**config.mk**
```make
export PLATFORM = sky130hd
export DESIGN_NAME = replay_stream_buf
export DESIGN_NICKNAME = d
export VERILOG_FILES = /design/src/rtl/rsb_pkg.sv /design/src/rtl/rsb_store.sv /design/src/rtl/rsb_reader.sv /design/src/rtl/replay_stream_buf.sv
export SDC_FILE = /design/constraint.sdc
export NUM_CORES = 2
export LEC_CHECK = 0
export BUFFER_PORTS_ARGS = -buffer_cell sky130_fd_sc_hd__buf_2
export CORE_ASPECT_RATIO = 0.75
export CORE_MARGIN = 10
export CORE_UTILIZATION = 40
export DETAILED_ROUTE_END_ITERATION = 16
export PLACE_DENSITY = 0.67
export SYNTH_ARGS = -nofsm -noshare
export SYNTH_HDL_FRONTEND = slang
export SYNTH_HIERARCHICAL = 1
export SYNTH_SLANG_ARGS = --single-unit
```
**constraint.sdc**
```tcl
create_clock -name clk -period 32.1 [get_ports clk]
set_clock_uncertainty 0.2 [all_clocks]
set_input_delay 4.815 -clock clk [delete_from_list [all_inputs] [get_ports clk]]
set_output_delay 4.815 -clock clk [all_outputs]
set_load 0.03 [all_outputs]
```
**src/rtl/rsb_pkg.sv**
```systemverilog
// Shared definitions for the replayable stream buffer.
// Assumes: nothing beyond IEEE 1800-2017.
package rsb_pkg;

    // Read-position update chosen each cycle by the reader.
    typedef enum logic [1:0] {
        PTR_HOLD   = 2'd0,
        PTR_STEP   = 2'd1,
        PTR_REWIND = 2'd2
    } ptr_op_e;

endpackage

```
**src/rtl/rsb_store.sv**
```systemverilog
// Word storage, write counter, full and overflow tracking.
// Does: stores bus words in arrival order starting at slot 0 after a flush,
//       and exposes one word picked by the reader.
// Assumes: DEPTH >= 2; reads never free space, only flush does.
module rsb_store #(
    parameter int WORD_W = 256,
    parameter int DEPTH  = 8,
    localparam int CNT_W = $clog2(DEPTH + 1),
    localparam int AW    = $clog2(DEPTH)
) (
    input  logic              clk,
    input  logic              rst_n,
    input  logic              wr_valid,
    input  logic [WORD_W-1:0] wr_data,
    input  logic              flush,
    input  logic [CNT_W-1:0]  rd_word_idx,
    output logic [WORD_W-1:0] rd_word,
    output logic [CNT_W-1:0]  word_cnt,
    output logic              full,
    output logic              overflow
);

    logic [WORD_W-1:0] mem [DEPTH];
    logic              accept;

    assign full    = (word_cnt == CNT_W'(DEPTH));
    assign accept  = wr_valid && !full && !flush;
    assign rd_word = mem[rd_word_idx[AW-1:0]];

    // Store an accepted word in the next free slot.
    always_ff @(posedge clk) begin
        if (accept) begin
            mem[word_cnt[AW-1:0]] <= wr_data;
        end
    end

    // Count stored words; flush returns to zero.
    always_ff @(posedge clk) begin
        if (!rst_n || flush) begin
            word_cnt <= '0;
        end else if (accept) begin
            word_cnt <= word_cnt + CNT_W'(1);
        end
    end

    // Sticky record of a write dropped while full.
    always_ff @(posedge clk) begin
        if (!rst_n || flush) begin
            overflow <= 1'b0;
        end else if (wr_valid && full) begin
            overflow <= 1'b1;
        end
    end

    assert_cap_R6: assert property (@(posedge clk) disable iff (!rst_n)
        word_cnt <= CNT_W'(DEPTH));
    assert_full_drop_R6: assert property (@(posedge clk) disable iff (!rst_n)
        full && !flush |=> $stable(word_cnt));
    assert_ovf_set_R7: assert property (@(posedge clk) disable iff (!rst_n)
        wr_valid && full && !flush |=> overflow);
    assert_ovf_sticky_R7: assert property (@(posedge clk) disable iff (!rst_n)
        overflow && !flush |=> overflow);
    assert_flush_empty_R9: assert property (@(posedge clk) disable iff (!rst_n)
        flush |=> (word_cnt == '0) && !overflow);

endmodule

```
**src/rtl/rsb_reader.sv**
```systemverilog
// Read position: word index plus element index inside the word.
// Does: steps one element per handshake, rewinds on replay or flush.
// Assumes: ELEMS >= 2; word_cnt only grows except on flush.
module rsb_reader
    import rsb_pkg::*;
#(
    parameter int DEPTH  = 8,
    parameter int ELEMS  = 32,
    localparam int CNT_W = $clog2(DEPTH + 1),
    localparam int EW    = $clog2(ELEMS)
) (
    input  logic             clk,
    input  logic             rst_n,
    input  logic [CNT_W-1:0] word_cnt,
    input  logic             rd_ready,
    input  logic             replay,
    input  logic             flush,
    output logic [CNT_W-1:0] word_idx,
    output logic [EW-1:0]    elem_idx,
    output logic             rd_valid
);

    ptr_op_e op;
    logic    last_elem;

    assign rd_valid  = (word_idx != word_cnt);
    assign last_elem = (elem_idx == EW'(ELEMS - 1));

    // Pick the pointer action; rewind outranks a handshake.
    always_comb begin
        if (flush || replay) begin
            op = PTR_REWIND;
        end else if (rd_valid && rd_ready) begin
            op = PTR_STEP;
        end else begin
            op = PTR_HOLD;
        end
    end

    // Apply the pointer action.
    always_ff @(posedge clk) begin
        if (!rst_n) begin
            word_idx <= '0;
            elem_idx <= '0;
        end else begin
            case (op)
                PTR_REWIND: begin
                    word_idx <= '0;
                    elem_idx <= '0;
                end
                PTR_STEP: begin
                    if (last_elem) begin
                        elem_idx <= '0;
                        word_idx <= word_idx + CNT_W'(1);
                    end else begin
                        elem_idx <= elem_idx + EW'(1);
                    end
                end
                default: begin
                    word_idx <= word_idx;
                    elem_idx <= elem_idx;
                end
            endcase
        end
    end

    assert_rewind_R8: assert property (@(posedge clk) disable iff (!rst_n)
        replay || flush |=> (word_idx == '0) && (elem_idx == '0));
    assert_no_overrun_R5: assert property (@(posedge clk) disable iff (!rst_n)
        word_idx <= word_cnt);
    assert_step_R3: assert property (@(posedge clk) disable iff (!rst_n)
        rd_valid && rd_ready && !replay && !flush && !last_elem
        |=> (elem_idx == $past(elem_idx) + EW'(1)) && $stable(word_idx));

endmodule

```
**src/rtl/replay_stream_buf.sv**
```systemverilog
// Top of the replayable burst-fill element stream buffer.
// Does: joins word storage and read position, and splits the selected word
//       into element lanes, emitting the lowest lane first.
// Assumes: WORD_W is a multiple of ELEM_W with at least two lanes.
module replay_stream_buf #(
    parameter int WORD_W = 256,
    parameter int ELEM_W = 8,
    parameter int DEPTH  = 8
) (
    input  logic              clk,
    input  logic              rst_n,
    input  logic              wr_valid,
    input  logic [WORD_W-1:0] wr_data,
    input  logic              rd_ready,
    output logic              rd_valid,
    output logic [ELEM_W-1:0] rd_data,
    input  logic              replay,
    input  logic              flush,
    output logic              full,
    output logic              empty,
    output logic              overflow
);

    localparam int ELEMS = WORD_W / ELEM_W;
    localparam int CNT_W = $clog2(DEPTH + 1);
    localparam int EW    = $clog2(ELEMS);

    logic [CNT_W-1:0]  word_cnt;
    logic [CNT_W-1:0]  word_idx;
    logic [EW-1:0]     elem_idx;
    logic [WORD_W-1:0] cur_word;
    logic [ELEM_W-1:0] lanes [ELEMS];

    rsb_store #(.WORD_W(WORD_W), .DEPTH(DEPTH)) u_store (
        .clk(clk), .rst_n(rst_n), .wr_valid(wr_valid), .wr_data(wr_data),
        .flush(flush), .rd_word_idx(word_idx), .rd_word(cur_word),
        .word_cnt(word_cnt), .full(full), .overflow(overflow)
    );

    rsb_reader #(.DEPTH(DEPTH), .ELEMS(ELEMS)) u_reader (
        .clk(clk), .rst_n(rst_n), .word_cnt(word_cnt), .rd_ready(rd_ready),
        .replay(replay), .flush(flush), .word_idx(word_idx),
        .elem_idx(elem_idx), .rd_valid(rd_valid)
    );

    // Split the current word into element lanes, lane 0 at the low bits.
    for (genvar g = 0; g < ELEMS; g++) begin : g_lane
        assign lanes[g] = cur_word[g*ELEM_W +: ELEM_W];
    end

    assign rd_data = lanes[elem_idx];
    assign empty   = !rd_valid;

    assert_stall_hold_R4: assert property (@(posedge clk) disable iff (!rst_n)
        rd_valid && !rd_ready && !replay && !flush
        |=> rd_valid && $stable(rd_data));
    assert_full_not_empty_R5: assert property (@(posedge clk) disable iff (!rst_n)
        full && !flush && !replay && !rd_ready |=> full);

endmodule

```
==> flow_summary.json <==
{
  "hold_slack_ps": 275.3,
  "rr_startpoint": "u_store/word_cnt[1]",
  "initial_core_util_pct": 40.34,
  "critical_path_class": "flip-flop to output pin",
  "hold_buffers": 0,
  "synthAdderAreaFrac_pct": 0.07848,
  "nNetsFinal": 3808,
  "worstPathRequired_ps": 27080,
  "place.gp.congestion": 0.7303,
  "critical_path_arrival_ps": 6750,
  "maxCapViolations": 0,
  "grt_pass1_vias": 35117,
  "synth_area_per_cell_sq_um": 25.14,
  "synth_compound_area_share_pct": 0.2040,
  "period_needed_ps": 11770,
  "cellLeakagePower_nw": 27.15,
  "worstReg2RegEnd": "u_store/mem[3][212]",
  "yosysTopAreaCell": "edfxtp_1",
  "grt_max_degree": 145,
  "power_mw": 5.326,
  "setup_viol": 0,
  "synth_top_family_by_area": "multiplexers",
  "synth-simple-area-share_pct": 0.3061,
  "antenna_found_initial": 144,
  "drive_gt1_share_pct": 39.83,
  "tightest_slew_ps": 1275,
  "peakVddDrop_mv": 0.05755,
  "final_cell_count_no_fill": 6367,
  "p_switching_mw": 1.051,
  "yosysSeqAreaShare_pct": 77.50,
  "dp.cells": 5991,
  "final_area_sq_um": 90230,
  "via_count": 35084,
  "ant_nets": 0,
  "synth_area_sq_um": 79720,
  "worstSkewPairLatency_ps": 850,
  "crit_fanout": 46,
  "finalCritPeriodShare_pct": 36.65,
  "drt_wl_total_um": 185400,
  "worstRegToRegCells": 8,
  "cts_tree": "built",
  "synth_nets": 3438,
  "ys.flop_type": "edfxtp_1",
  "synth_seq_cells": 2062,
  "synth_xor_area_share_pct": 0.09888,
  "grt_usage_pct": 16.73,
  "fin_ws_ps": 20330,
  "grt_first_pass_wirelength_um": 265300,
  "power_frac_comb_pct": 2.1,
  "clk_pin_slew_worst_paths_ps": 70,
  "slew_headroom_pct": 14.99,
  "hold_depth": 2,
  "async_reset_ff_share_pct": 0,
  "clock.fmax_ghz": 0.08499,
  "reg2reg_slack_ps": 27600,
  "utilization_pct": 45.66,
  "final_hold_viol_count": 0,
  "whs_endpoint": "u_store/overflow",
  "grt_overflow": 0,
  "cp-startpoint": "u_reader/word_idx[0]",
  "drtIter0Drc": 3426,
  "drt-pass1-iter-count": 8,
  "end_kind": "output pin",
  "via_per_inst": 5.510,
  "drc": 0,
  "setup_tns_ps": 0,
  "cts_resized": 0,
  "yosysUniqueCellTypes": 35,
  "ioPinCount": 274,
  "cts-root-buf": "clkbuf_16",
  "synth_edf_count": 2048,
  "synth_warnings": 6,
  "placementRows": 141,
  "die_area_sq_um": 217700,
  "place_ws_ps": 20920,
  "core_area_sq_um": 197600,
  "status": "finished, final reports clean",
  "yosysTopAreaCellShare_pct": 77.15,
  "rsz0062_at_grt": "false",
  "hold_class": "flip-flop to flip-flop",
  "place_area_sq_um": 84010,
  "intPower_mw": 4.275,
  "wire_per_inst_um": 29.11,
  "startpoint_type": "flip-flop",
  "die_w_um": 535.5,
  "p_sw_share_pct": 19.74,
  "synth_area_leaders": "edfxtp_1, mux4_2, mux2_2",
  "dp.final_hpwl_um": 107500,
  "cts.sinks": 2062,
  "synthMuxAreaShare_pct": 20.47,
  "power.density_nw_per_um2": 59.03,
  "syn-instance-count": 3171,
  "area_growth_syn_to_layout_pct": 13.19,
  "die_h_um": 406.6,
  "clk_path_buf_depth": 3,
  "clkPwrFrac_pct": 41.9,
  "post_cts_buffers": 0,
  "seqPwrFrac_pct": 56.1,
  "drv_slew": 0,
  "numCtsBuffers": 193,
  "port_buffers": 273,
  "htreeDepth": 4,
  "min_from": "u_store/overflow"
}
## power by group through the flow
stage	Sequential [mW]	Clock, mW	Combinational, mW
final	2.99	2.23	0.111
after global routing	2.99	2.39	0.121
after CTS	2.99	2.28	0.112
after detailed placement	3.04	0	0.112
after global placement	3.04	0	0.108
after floorplan	3.06	0	0.0415
## cell usage after synthesis, types with 6 or more instances
master / number
edfxtp_1: 2048
mux4_2: 592
mux2_2: 264
buf_6: 54
buf_1: 47
clkbuf_1: 44
dfxtp_1: 14
nand2_1: 13
buf_2: 11
nor2_1: 11
a21oi_1: 9
nand3_1: 8
buf_4: 6
inv_1: 6
## worst max path at each step
stage,to,slack [ps],cells past startpoint
floorplan,u_store/mem[0][0],8380,3
finish,rd_data[0],20330,9
CTS,rd_data[0],19990,9
detailed placement,rd_data[0],20920,9
global route,rd_data[1],19740,9
global placement,rd_data[0],20940,9
## registers in the layout, indices dropped and copies added (netlist names)
name / flops
u_store/mem: 2048
u_store/word_cnt: 4
u_reader/word_idx: 4
u_reader/elem_idx: 5
u_store/overflow: 1
## critical path, stage by stage, from the launching register on
cell and delay (ps):
dfxtp_4 790, buf_4 720, buf_4 830, buf_4 830, mux4_2 600, mux2_2 280
mux4_2 590, mux4_2 580, mux2_2 360, buf_2 200
## per-layer routing
metal	GRT usage [%]	vias to the layer above	wire length [um]
li1	-	14549	-
met1	22.89	18804	76390
met2	25.26	1230	86310
met3	6.485	399	18060
met4	4.303	102	3929
met5	0	-	659
## layout make-up
| type | count | area, sq um |
|---|---|---|
| Tap cell | 2645 | 3309 |
| Antenna cell | 29 | 72.57 |
| Inverter | 6 | 22.52 |
| Sequential cell | 2062 | 61800 |
| Clock buffer | 242 | 5077 |
| Clock inverter | 105 | 1069 |
| Multi-Input combinational cell | 941 | 16920 |
| Timing Repair Buffer | 337 | 1959 |
| Fill cell | 16196 | 107400 |
## cells by family after synthesis
family / after synthesis
mux: 857
simple gates: 49
fa+ha+maj: 5
flops: 2062
compound gates: 21
xor+xnor: 9
buf+inv: 168
## cell usage in the layout, fill, tap and decap left out, drive strengths merged, types with 3 or more instances in the layout
| master | instances |
|---|---|
| nand2 | 13 |
| o21ai | 5 |
| clkinv | 75 |
| mux2 | 264 |
| xor2 | 4 |
| edfxtp | 2048 |
| a21oi | 9 |
| dfxtp | 14 |
| mux4 | 592 |
| ha | 5 |
| buf | 337 |
| or3 | 3 |
| nand3 | 8 |
| clkbuf | 242 |
| inv | 15 |
| bufinv | 16 |
| diode | 29 |
| nand2b | 4 |
| clkinvlp | 5 |
| xnor2 | 5 |
| nor2 | 11 |
Note: power is estimated with default switching activity, not from simulation.
